## src/rtl/i2c_rescue_pkg.sv

```systemverilog
package i2c_rescue_pkg;
  typedef enum logic [2:0] {
    RS_IDLE,
    RS_HIGH,    // SCL released, wait for high phase
    RS_LOW,     // recovery pulse low phase
    RS_STOP_A,  // SCL low, SDA released
    RS_STOP_B,  // SCL low, SDA low
    RS_STOP_C,  // SCL released, SDA low
    RS_STOP_D   // both released
  } rs_state_e;

  typedef enum logic [1:0] {
    END_OK,
    END_SDA,
    END_SCL
  } rs_end_e;
endpackage

```

## src/rtl/line_sync.sv

```systemverilog
module line_sync #(
  parameter int W      = 2,
  parameter int STAGES = 2
) (
  input  logic         clk_i,
  input  logic         rst_ni,
  input  logic [W-1:0] d_i,
  output logic [W-1:0] q_o
);
  logic [W-1:0] stg_q [STAGES];

  for (genvar s = 0; s < STAGES; s++) begin : g_stage
    logic [W-1:0] src;
    if (s == 0) begin : g_first
      assign src = d_i;
    end else begin : g_next
      assign src = stg_q[s-1];
    end
    always_ff @(posedge clk_i or negedge rst_ni) begin
      if (!rst_ni) stg_q[s] <= '1;  // idle bus reads high
      else         stg_q[s] <= src;
    end
  end

  assign q_o = stg_q[STAGES-1];
endmodule

```

## src/rtl/cyc_counter.sv

```systemverilog
module cyc_counter #(
  parameter int WIDTH = 8
) (
  input  logic             clk_i,
  input  logic             rst_ni,
  input  logic             clr_i,
  input  logic             inc_i,
  output logic [WIDTH-1:0] cnt_o
);
  always_ff @(posedge clk_i or negedge rst_ni) begin
    if (!rst_ni)     cnt_o <= '0;
    else if (clr_i)  cnt_o <= '0;
    else if (inc_i && cnt_o != '1) cnt_o <= cnt_o + 1'b1;
  end
endmodule

```

## src/rtl/i2c_bus_rescue.sv

```systemverilog
module i2c_bus_rescue
  import i2c_rescue_pkg::*;
#(
  parameter int HALF_CYC    = 1000,
  parameter int STRETCH_CYC = 1_000_000,
  parameter int MAX_PULSES  = 9,
  localparam int PCNT_W     = $clog2(MAX_PULSES + 1)
) (
  input  logic              clk_i,
  input  logic              rst_ni,
  input  logic              start_i,
  input  logic              scl_i,
  input  logic              sda_i,
  output logic              scl_oe_no,
  output logic              sda_oe_no,
  output logic              busy_o,
  output logic              done_o,
  output logic              ok_o,
  output logic              sda_fail_o,
  output logic              scl_fail_o,
  output logic [PCNT_W-1:0] pulses_o
);
  localparam int HALF_W = $clog2(HALF_CYC + 1);
  localparam int STR_W  = $clog2(STRETCH_CYC + 1);

  rs_state_e        state_q, state_d;
  logic [1:0]       lines_s;
  logic             scl_s, sda_s;
  logic [HALF_W-1:0] hcnt;
  logic [STR_W-1:0]  scnt;
  logic             in_wait, half_done, str_done, moving;
  logic             h_clr, s_clr;
  logic             finish;
  rs_end_e          end_code;

  line_sync #(.W(2), .STAGES(2)) u_sync (
    .clk_i (clk_i),
    .rst_ni(rst_ni),
    .d_i   ({scl_i, sda_i}),
    .q_o   (lines_s)
  );
  assign {scl_s, sda_s} = lines_s;

  assign in_wait   = (state_q == RS_HIGH) || (state_q == RS_STOP_C);
  assign half_done = (hcnt == HALF_W'(HALF_CYC - 1));
  assign str_done  = (scnt == STR_W'(STRETCH_CYC - 1));
  assign moving    = (state_d != state_q);

  assign h_clr = moving || (state_q == RS_IDLE) || (in_wait && !scl_s);
  assign s_clr = moving || !(in_wait && !scl_s);

  cyc_counter #(.WIDTH(HALF_W)) u_half (
    .clk_i (clk_i), .rst_ni(rst_ni),
    .clr_i (h_clr), .inc_i (!h_clr), .cnt_o (hcnt)
  );

  cyc_counter #(.WIDTH(STR_W)) u_stretch (
    .clk_i (clk_i), .rst_ni(rst_ni),
    .clr_i (s_clr), .inc_i (!s_clr), .cnt_o (scnt)
  );

  always_comb begin
    state_d  = state_q;
    finish   = 1'b0;
    end_code = END_OK;
    unique case (state_q)
      RS_IDLE: if (start_i) state_d = RS_HIGH;
      RS_HIGH: begin
        if (!scl_s && str_done) begin
          finish = 1'b1; end_code = END_SCL; state_d = RS_IDLE;
        end else if (scl_s && half_done) begin
          if (sda_s) state_d = RS_STOP_A;
          else if (pulses_o == PCNT_W'(MAX_PULSES)) begin
            finish = 1'b1; end_code = END_SDA; state_d = RS_IDLE;
          end else state_d = RS_LOW;
        end
      end
      RS_LOW:    if (half_done) state_d = RS_HIGH;
      RS_STOP_A: if (half_done) state_d = RS_STOP_B;
      RS_STOP_B: if (half_done) state_d = RS_STOP_C;
      RS_STOP_C: begin
        if (!scl_s && str_done) begin
          finish = 1'b1; end_code = END_SCL; state_d = RS_IDLE;
        end else if (scl_s && half_done) state_d = RS_STOP_D;
      end
      RS_STOP_D: if (half_done) begin
        finish = 1'b1; state_d = RS_IDLE;
      end
      default: state_d = RS_IDLE;
    endcase
  end

  always_ff @(posedge clk_i or negedge rst_ni) begin
    if (!rst_ni) begin
      state_q    <= RS_IDLE;
      done_o     <= 1'b0;
      ok_o       <= 1'b0;
      sda_fail_o <= 1'b0;
      scl_fail_o <= 1'b0;
      pulses_o   <= '0;
    end else begin
      state_q <= state_d;
      done_o  <= finish;
      if (state_q == RS_IDLE && start_i) begin
        ok_o <= 1'b0; sda_fail_o <= 1'b0; scl_fail_o <= 1'b0;
        pulses_o <= '0;
      end
      if (state_q == RS_HIGH && state_d == RS_LOW) pulses_o <= pulses_o + 1'b1;
      if (finish) begin
        ok_o       <= (end_code == END_OK);
        sda_fail_o <= (end_code == END_SDA);
        scl_fail_o <= (end_code == END_SCL);
      end
    end
  end

  assign busy_o    = (state_q != RS_IDLE);
  assign scl_oe_no = !(state_q inside {RS_LOW, RS_STOP_A, RS_STOP_B});
  assign sda_oe_no = !(state_q inside {RS_STOP_B, RS_STOP_C});

  a_r6_pulse_cap: assert property (@(posedge clk_i) disable iff (!rst_ni)
    pulses_o <= PCNT_W'(MAX_PULSES));

  a_r11_done_single: assert property (@(posedge clk_i) disable iff (!rst_ni)
    done_o |=> !done_o);

  a_r11_one_status: assert property (@(posedge clk_i) disable iff (!rst_ni)
    $onehot0({ok_o, sda_fail_o, scl_fail_o}));

  a_r7_sda_rise_scl_free: assert property (@(posedge clk_i) disable iff (!rst_ni)
    $rose(sda_oe_no) |-> scl_oe_no);

  a_r2_no_restart: assert property (@(posedge clk_i) disable iff (!rst_ni)
    (busy_o && start_i && !finish) |=> busy_o);

  a_r9_fault_with_done: assert property (@(posedge clk_i) disable iff (!rst_ni)
    $rose(scl_fail_o) |-> done_o);

  a_r4_low_only_busy: assert property (@(posedge clk_i) disable iff (!rst_ni)
    !scl_oe_no |-> busy_o);
endmodule

```

## config.mk

```make
export PLATFORM = sky130hd
export DESIGN_NAME = i2c_bus_rescue
export DESIGN_NICKNAME = d
export VERILOG_FILES = /design/src/rtl/i2c_rescue_pkg.sv /design/src/rtl/line_sync.sv /design/src/rtl/cyc_counter.sv /design/src/rtl/i2c_bus_rescue.sv
export SDC_FILE = /design/constraint.sdc
export NUM_CORES = 1
export LEC_CHECK = 0
export BUFFER_PORTS_ARGS = -buffer_cell sky130_fd_sc_hd__buf_2
export CAP_MARGIN = 20
export CORE_AREA = 2 2 91 93
export DETAILED_ROUTE_END_ITERATION = 12
export DIE_AREA = 0 0 93 95
export GPL_ROUTABILITY_DRIVEN = 1
export SYNTH_ARGS = -nofsm -noshare
export SYNTH_HDL_FRONTEND = slang
export SYNTH_HIERARCHICAL = 1
export SYNTH_SLANG_ARGS = --single-unit
```

## constraint.sdc

```tcl
create_clock -name clk_i -period 8 [get_ports clk_i]
set_input_delay 1.6 -clock clk_i [delete_from_list [all_inputs] [get_ports clk_i]]
set_output_delay 1.6 -clock clk_i [all_outputs]
set_load 0.02 [all_outputs]
```

==> results of run 1 <==
## layout by cell type, fill, tap and decap left out, types with 3 or more instances in the layout
master and count:
a211oi_1 5, nand2_1 21, buf_2 15, dfstp_2 4
nor4_1 3, clkbuf_8 5, ha_1 4, or3_1 9
dfrtp_1 41, o31ai_1 7, nand3_1 13, o21ai_0 5
inv_1 8, nand4_1 15, nand2b_1 5, or4_1 4
mux2_2 7, and3_1 5, nor2b_1 10, nor3_1 7
nor2_1 20, and4_1 5, a21oi_1 22, mux2i_1 4
## registers in the layout, summed over array words and instances (netlist names)
name	count
state_q	3
u_half/cnt_o	10
u_stretch/cnt_o	20
scl_fail_o	1
sda_fail_o	1
done_o	1
u_sync/q_o	2
pulses_o	4
ok_o	1
u_sync/g_stage.src	2
## power by group through the flow
stage / clock network [mW] / logic, mW / registers (mW)
after CTS: 0.148 / 0.0179 / 0.235
after detailed placement: 0 / 0.0179 / 0.239
after global routing: 0.155 / 0.0227 / 0.235
after floorplan: 0 / 0.0103 / 0.238
after global placement: 0 / 0.0174 / 0.239
final: 0.139 / 0.0197 / 0.235
## critical path, stage by stage
cell and delay, ns:
buf_2 0.07, or4b_4 0.53, o21ai_4 0.09, nor3b_2 0.07, a311oi_1 0.40, and4_1 0.42
nand4_2 0.26, nor4_1 0.30, mux2_2 0.36
## kinds of logic after synthesis
| group | synth area share (%) |
|---|---|
| AO/OA/AOI/OAI | 15.6 |
| XOR/XNOR | 0.324 |
| adder cells (fa/ha/maj) | 1.85 |
| buffers and inverters | 3.75 |
| flip-flops | 41.8 |
| multiplexers | 4.81 |
| AND/OR/NAND/NOR | 31.8 |
## metrics by stage
stage / setup slack (ns) / hold slack, ns / power, mW
after global placement: 3.86 / 0.347 / 0.257
after global routing: 3.95 / 0.368 / 0.413
after floorplan: 4.03 / 0.345 / 0.248
after detailed placement: 3.80 / 0.355 / 0.257
final: 4.08 / 0.364 / 0.394
after CTS: 4.11 / 0.368 / 0.401
## per-layer routing
metal  part of all wire (%)  global-route usage, %
met5                      0                      0
met4                   0.31                   3.55
met3                    2.7                   2.55
met2                     50                   23.2
met1                     47                   19.0
## worst max path at each step
stage / from / endpoint / cells after the start
global route: start_i / u_stretch/cnt_o[15]$_DFFE_PN0P_ / 9
detailed placement: start_i / u_stretch/cnt_o[15]$_DFFE_PN0P_ / 9
finish: start_i / u_stretch/cnt_o[15]$_DFFE_PN0P_ / 9
floorplan: start_i / u_stretch/cnt_o[15]$_DFFE_PN0P_ / 10
CTS: start_i / u_stretch/cnt_o[15]$_DFFE_PN0P_ / 9
global placement: start_i / u_stretch/cnt_o[15]$_DFFE_PN0P_ / 9
## area by class of cell
class | count | area, µm² | share of cell area, %
flip-flops and latches | 45 | 1130 | 38.1
clock buffers | 6 | 72.6 | 2.45
multi-input cells | 218 | 1470 | 49.7
repair buffers | 17 | 118 | 3.97
clock inverters | 2 | 10.0 | 0.338
well taps | 105 | 131 | 4.43
inverters | 8 | 30.0 | 1.01
==> reports/metrics.csv, run 1 <==
stage,metric,value,unit
outcome,status,finished clean,
synth,ys_seq_area_share,41.8,%
drt,viasPerCell,5.53,
timing,timing.fmax,0.255,GHz
flow_run,cap_violations,0,
clock_network,max-clock-path-buffers,2,
synth,synth_ff_type,dfrtp_1,
timing,period_needed,3.92,ns
timing,drv_slew,0,
timing,tightest_slew,0.629,ns
synth,synth_seq_cells,45,
finish,drive_gt1_share,17.6,%
placed_design,placed_cell_area,0.00284,mm²
finish,stdcell_count,401,
clock_network,cts_tree,built,
synth,synth_top_area_share,37.9,%
synth,ys_types,65,
floorplanning,fp.dieH,95,µm
floorplanning,ioPinCount,16,
pwr,p_switching,0.0942,mW
drt,drtPass1Iterations,4,
synth,synth.most_common_cell,dfrtp_1,
synth,synth_area_per_cell,9.56,µm²
global_routing,grt_pass1_vias,2114,
synth,yosysTopAreaCell,dfrtp_1,
placed_design,dpl.hpwl,4.05,mm
clock_network,cts.sinks,45,
global_routing,track_usage,14.0,%
placed_design,placed_cells,391,
clock_network,cts_resized,0,
clock_network,cts_hold_buffers,0,
timing,final.setup.tns,0,ns
critical_path,startpoint_type,input port,
critical_path,timing.reg2reg.worst_path_depth,8,
pwr,peakVddDrop,0.0588,mV
timing,finalSetupViolCount,0,
placed_design,gp_congestion,0.813,
critical_path,r2r_start,u_half/cnt_o[4]$_DFFE_PN0P_,
finish,antennaDiodeCount,0,
pwr,pwr-share-clk,35.4,%
placed_design,port_buffers,15,
drt,wl,5.85,mm
drt,drc_errors,0,
hold_path,whs_endpoint,u_sync/q_o[1]$_DFF_PN1_,
critical_path,r2r_slack,4.69,ns
critical_path,crit_path_end_kind,flop,
critical_path,arrival,4.11,ns
critical_path,crit_fanout,8,
hold_path,hold_depth,0,
pwr,p_sw_share,23.9,%
critical_path,reg2reg_to,u_stretch/cnt_o[15]$_DFFE_PN0P_,
floorplanning,coreArea,0.00793,mm²
hold_path,hp-class,reg2reg,
synth,ys_async_sr_fraction,100,%
timing,rsz0062_at_grt,no,
pwr,p_int,0.299,mW
timing,relSlewSlack,57.5,%
critical_path,critical_path_class,in2reg,
synth,synth_edf_count,0,
pwr,p_seq_share,59.6,%
floorplanning,dieArea,0.00884,mm²
global_routing,grt_pass1_wl,10.2,mm
synth,syn_inst,283,
pwr,p_leak,1.19,nW
synth,syn-num-nets,292,
clock_network,post_cts_buffers,0,
synth,yosysWarnings,6,
clock_network,clk-insertion-delay-late,0.29,ns
finish,fillers,825,
finish,utilization,37.4,%
pwr,share_comb_of_total_power,5.0,%
floorplanning,fp-row-count,33,
global_routing,antenna_found_initial,0,
synth,netlist_area,0.00271,mm²
floorplanning,start_util,34.1,%
drt,post_drt_wl_per_cell,14.6,µm
drt,drtIter0Drc,93,
clock_network,htreeDepth,2,
synth,synthTopCellsByArea,"dfrtp_1, a21oi_1, dfstp_2, nand4_1, mux2_2",
drt,postRouteAntennaNets,0,
hold_path,holdCritStartpoint,u_sync/g_stage[1].src[1]$_DFF_PN1_,
synth,synthTopCellsByCount,"dfrtp_1, a21oi_1, nand2_1",
timing,clock_skew,0.00809,ns
clock_network,cts.reportedPaths.clkPinSlew,0.09,ns
clock_network,clockRootBuffer,clkbuf_8,
finish,fin_nets,304,
global_routing,overflow,0,
clock_network,cts_made_buffers,5,
timing,period_share,49.1,%
global_routing,grt_max_degree,46,
timing,hold_viol,0,
finish,synthToLayoutAreaGrowth,9.62,%
finish,final_area,0.00297,mm²
drt,num_vias,2219,
pwr,power_density,133,mW/mm²
critical_path,required,8.19,ns
floorplanning,die_x,93,µm
(Power assumes the default switching activity.)
==> inputs of run 2 (changes only) <==
clock period = 3.5 ns   (was 8 ns; I/O delays follow)
==> reports/metrics.csv, run 2 (synthesis results as in run 1) <==
stage,metric,value,unit
global_routing,grt_max_degree,46,
finish,final_cell_mix,"dfrtp_1, a21oi_1, nand2_1",
clock_network,htreeDepth,2,
placed_design,dpl.hpwl,3.96,mm
drt,top_layer,met4,
critical_path,reg2reg_to,u_stretch/cnt_o[14]$_DFFE_PN0P_,
clock_network,cts_hold_buffers,0,
flow_run,cap_violations,0,
critical_path,r2r_slack,0.38,ns
drt,wl_met2,2.81,mm
pwr,power_density,329,mW/mm²
timing,drv_slew,0,
timing,fin_ws,0.382,ns
pwr,p_seq_share,54.5,%
drt,viasPerCell,5.55,
finish,antennaDiodeCount,0,
finish,synthToLayoutAreaGrowth,10.5,%
pwr,pwr-share-clk,41.2,%
finish,largest_reg_flops,20,
placed_design,dpl_worst_slack,0.329,ns
finish,fillers,810,
critical_path,timing.reg2reg.worst_path_depth,8,
timing,period_share,89.1,%
finish,final_common_cell,dfrtp_1,
placed_design,port_buffers,15,
finish,drive_gt1_share,18.2,%
critical_path,arrival,3.35,ns
drt,drtIter0Drc,46,
timing,final.setup.tns,0,ns
timing,hold_viol,0,
pwr,peakVddDrop,0.148,mV
drt,postRouteAntennaNets,0,
floorplanning,coreArea,0.00793,mm²
timing,finalSetupViolCount,0,
pwr,p_leak,1.20,nW
clock_network,cts_resized,0,
finish,top_regs,"u_stretch/cnt_o (20), u_half/cnt_o (10), pulses_o (4)",
critical_path,required,3.73,ns
drt,met1_length,2.68,mm
pwr,p_sw_share,23.0,%
floorplanning,fp.dieH,95,µm
timing,tightest_slew,0.651,ns
global_routing,grt_pass1_vias,1982,
floorplanning,dieArea,0.00884,mm²
drt,drc_errors,0,
pwr,p_switching,0.226,mW
timing,timing.fmax,0.321,GHz
timing,period_needed,3.12,ns
floorplanning,die_x,93,µm
drt,drtPass1Iterations,4,
global_routing,overflow,0,
critical_path,crit_fanout,9,
pwr,p_int,0.758,mW
finish,utilization,37.7,%
global_routing,antenna_found_initial,0,
clock_network,clk-insertion-delay-late,0.30,ns
critical_path,critical_path_class,reg2reg,
global_routing,track_usage,13.2,%
floorplanning,fp-row-count,33,
critical_path,startpoint_type,flop,
global_routing,grt_pass1_wl,9.50,mm
timing,relSlewSlack,56.1,%
pwr,share_comb_of_total_power,4.4,%
outcome,status,finished clean,
drt,wl,5.73,mm
drt,route.met3.wl,182,µm
finish,largest-register,u_stretch/cnt_o,
drt,num_vias,2231,
clock_network,cts.sinks,45,
floorplanning,ioPinCount,16,
floorplanning,start_util,34.1,%
clock_network,cts_made_buffers,5,
critical_path,r2r_start,u_half/cnt_o[4]$_DFFE_PN0P_,
clock_network,max-clock-path-buffers,2,
drt,post_drt_wl_per_cell,14.3,µm
clock_network,post_cts_buffers,0,
critical_path,crit_path_end_kind,flop,
finish,fin_nets,305,
clock_network,cts_tree,built,
timing,clock_skew,0.0104,ns
placed_design,gp_congestion,0.789,
clock_network,cts.reportedPaths.clkPinSlew,0.09,ns
hold_path,hp-class,in2async,
timing,rsz0062_at_grt,no,
clock_network,clockRootBuffer,clkbuf_8,
## run 2: metrics by stage
stage | std cells | hold slack [ns] | area [µm²] | power, mW
detailed placement | 393 | 0.354 | 2860 | 0.588
CTS | 401 | 0.368 | 2970 | 0.999
finish | 402 | 0.340 | 2990 | 0.984
global route | 402 | 0.357 | 2990 | 1.03
global placement | 393 | 0.347 | 2860 | 0.587
floorplan | 283 | 0.345 | 2710 | 0.568
## run 2: how the worst max path moves through the flow
stage | slack (ns) | endpoint | start
final | 0.38 | u_stretch/cnt_o[14]$_DFFE_PN0P_ | u_half/cnt_o[4]$_DFFE_PN0P_
after global routing | 0.08 | u_stretch/cnt_o[15]$_DFFE_PN0P_ | u_half/cnt_o[4]$_DFFE_PN0P_
after CTS | 0.36 | u_stretch/cnt_o[15]$_DFFE_PN0P_ | u_half/cnt_o[4]$_DFFE_PN0P_
after detailed placement | 0.33 | u_stretch/cnt_o[15]$_DFFE_PN0P_ | start_i
after global placement | 0.37 | u_stretch/cnt_o[15]$_DFFE_PN0P_ | start_i
after floorplan | 0.43 | u_stretch/cnt_o[15]$_DFFE_PN0P_ | start_i
## run 2: final cells by class
type	count	area, µm²	share of cell area (%)
Clock buffer	5	68.8	2.30
Clock inverter	3	46.3	1.55
Inverter	8	30.0	1.00
Multi-Input combinational cell	218	1470	49.2
Sequential cell	45	1130	37.8
Tap cell	105	131	4.39
Timing Repair Buffer	18	110	3.68
## run 2: routing by layer
layer | vias to the layer above | GRT usage [%]
met1 | 1086 | 16.9
met3 | 5 | 2.47
li1 | 1101 | -
met5 | - | 0
met2 | 39 | 22.9
met4 | 0 | 3.68
## run 2: worst max-delay path, stage by stage, from the launching register on
cell and delay [ns]:
dfrtp_1 0.46, and4b_2 0.39, and3_1 0.33, nand3_1 0.16, a311oi_1 0.45, and3_1 0.33
nand4_1 0.29, or4_1 0.48, a21oi_1 0.15
## run 2: power by group through the flow
stage          Clock, mW  Combinational (mW)  Sequential (mW)
6_report           0.405              0.0431            0.536
5_1_grt            0.438              0.0500            0.538
4_1_cts            0.422              0.0416            0.536
3_5_place_dp           0              0.0418            0.546
3_3_place_gp           0              0.0404            0.546
2_1_floorplan          0              0.0235            0.544
==> inputs of run 3 (changes only) <==
CORE_AREA = 2 2 90 92   (was 2 2 91 93)
DIE_AREA = 0 0 92 94   (was 0 0 93 95)
==> reports/metrics.csv, run 3 (synthesis results as in run 1) <==
stage,metric,value,unit
timing,hold_ws,0.313,ns
pwr,p_seq_share,51.5,%
clock_network,clockRootBuffer,clkbuf_8,
clock_network,clk-insertion-delay-late,0.29,ns
placed_design,gp_congestion,0.802,
timing,timing.fmax,0.323,GHz
global_routing,grt_pass1_wl,9.69,mm
critical_path,slowest_stage,or4_1,
hold_path,hp-class,in2async,
placed_design,port_buffers,15,
pwr,p_sw_share,20.5,%
finish,fin_nets,307,
global_routing,antenna_found_initial,0,
outcome,status,finished clean,
finish,stdcell_count,401,
floorplanning,fp.dieH,94,µm
timing,finalSetupViolCount,0,
timing,tightest_slew,0.830,ns
clock_network,cts_tree,built,
critical_path,required,3.72,ns
global_routing,overflow,0,
timing,hold_viol,0,
finish,top_regs,"u_stretch/cnt_o (20), u_half/cnt_o (10), pulses_o (4)",
placed_design,placed_cells,392,
timing,period_needed,3.10,ns
clock_network,cts_hold_buffers,0,
timing,drv_slew,0,
drt,drtIter0Drc,98,
pwr,p_leak,1.22,nW
flow_run,cap_violations,0,
global_routing,track_usage,13.9,%
finish,final_cell_mix,"dfrtp_1, a21oi_1, nand2_1",
timing,relSlewSlack,44.7,%
floorplanning,fp-row-count,32,
critical_path,arrival,3.32,ns
clock_network,max-clock-path-buffers,2,
pwr,pwr-share-clk,44.3,%
drt,wl,5.63,mm
global_routing,grt_pass1_vias,2032,
drt,drc_errors,0,
floorplanning,die_x,92,µm
critical_path,critical_path_class,reg2reg,
critical_path,timing.reg2reg.worst_path_depth,8,
drt,post_drt_wl_per_cell,14.0,µm
timing,period_share,88.5,%
floorplanning,dieArea,0.00865,mm²
critical_path,r2r_slack,0.40,ns
global_routing,grt_max_degree,46,
timing,final.setup.tns,0,ns
critical_path,critPathMaxStageDelay,0.47,ns
pwr,p_switching,0.214,mW
timing,clock_skew,0.00340,ns
finish,fillers,765,
drt,drtPass1Iterations,4,
pwr,power_density,345,mW/mm²
drt,num_vias,2228,
finish,largest_reg_flops,20,
finish,drive_gt1_share,18.7,%
floorplanning,start_util,35.6,%
critical_path,crit_path_end_kind,flop,
critical_path,reg2reg_to,u_stretch/cnt_o[14]$_DFFE_PN0P_,
critical_path,r2r_start,u_half/cnt_o[4]$_DFFE_PN0P_,
critical_path,startpoint_type,flop,
pwr,p_int,0.827,mW
pwr,peakVddDrop,0.163,mV
finish,final_common_cell,dfrtp_1,
critical_path,crit_fanout,9,
clock_network,htreeDepth,2,
pwr,share_comb_of_total_power,4.1,%
drt,viasPerCell,5.56,
clock_network,cts.reportedPaths.clkPinSlew,0.08,ns
finish,largest-register,u_stretch/cnt_o,
critical_path,worstPathCellList,and4b_2 > and3_1 > nand3_1 > a311oi_1 > and3_1 > nand4_1 > or4_1 > a21oi_1,
placed_design,dpl.hpwl,4.06,mm
drt,postRouteAntennaNets,0,
timing,rsz0062_at_grt,no,
floorplanning,coreArea,0.00761,mm²
clock_network,cts.sinks,45,
clock_network,cts_made_buffers,5,
clock_network,post_cts_buffers,0,
critical_path,crit_top_cell,and3_1,
finish,antennaDiodeCount,0,
finish,synthToLayoutAreaGrowth,11.7,%
clock_network,cts_resized,0,
floorplanning,ioPinCount,16,
[run 3: changes by cell type in the layout (fill, tap and decap cells not counted), sizes merged]
| cell | before | now |
|---|---|---|
| buf | 18 | 20 |
| clkinvlp | 1 | 0 |
| bufinv | 1 | 2 |
[run 3: worst max-delay path by stage]
stage	startpoint	to	slack, ns	depth (start not counted)
finish	u_half/cnt_o[4]$_DFFE_PN0P_	u_stretch/cnt_o[14]$_DFFE_PN0P_	0.40	8
global route	u_half/cnt_o[4]$_DFFE_PN0P_	u_stretch/cnt_o[14]$_DFFE_PN0P_	0.15	8
CTS	u_half/cnt_o[5]$_DFFE_PN0P_	u_stretch/cnt_o[14]$_DFFE_PN0P_	0.41	8
detailed placement	start_i	u_stretch/cnt_o[14]$_DFFE_PN0P_	0.41	9
global placement	start_i	u_stretch/cnt_o[15]$_DFFE_PN0P_	0.46	9
floorplan	start_i	u_stretch/cnt_o[15]$_DFFE_PN0P_	0.43	10
[run 3: critical path: cells and delay by family (launching register included)]
family | cells | cell delay (ns)
AND/OR/NAND/NOR | 6 | 1.98
AO/OA/AOI/OAI | 2 | 0.60
flip-flops | 1 | 0.45
[run 3: layer usage]
layer	vias up	track usage, %	share of wire [%]
li1	1104	-	-
met3	8	2.25	2.4
met4	0	5.47	1.6
met2	32	21.9	46
met1	1084	19.2	50
met5	-	0	0
[run 3: final cells by class]
type	instances	area (µm²)	share of cell area (%)
multi-input combinational	218	1470	48.8
clock inverter	3	65.1	2.15
timing repair buffer	20	125	4.14
sequential	45	1130	37.4
tap	102	128	4.23
clock buffer	5	68.8	2.28
inverter	8	30.0	0.994
[run 3: per-stage QoR]
step / utilization, % / area (µm²) / total power, mW / worst slack (ns)
3_3_place_gp: 37.7 / 2870 / 0.587 / 0.457
4_1_cts: 39.4 / 3000 / 1.06 / 0.410
6_report: 39.7 / 3020 / 1.04 / 0.402
5_1_grt: 39.7 / 3020 / 1.09 / 0.147
3_5_place_dp: 37.7 / 2870 / 0.588 / 0.414
2_1_floorplan: - / 2710 / 0.568 / 0.429
[run 3: power by group through the flow]
stage | combinational, mW | clock [mW] | sequential [mW]
final | 0.0431 | 0.462 | 0.536
after global routing | 0.0500 | 0.497 | 0.538
after CTS | 0.0418 | 0.479 | 0.536
after detailed placement | 0.0417 | 0 | 0.546
after global placement | 0.0406 | 0 | 0.546
after floorplan | 0.0235 | 0 | 0.544
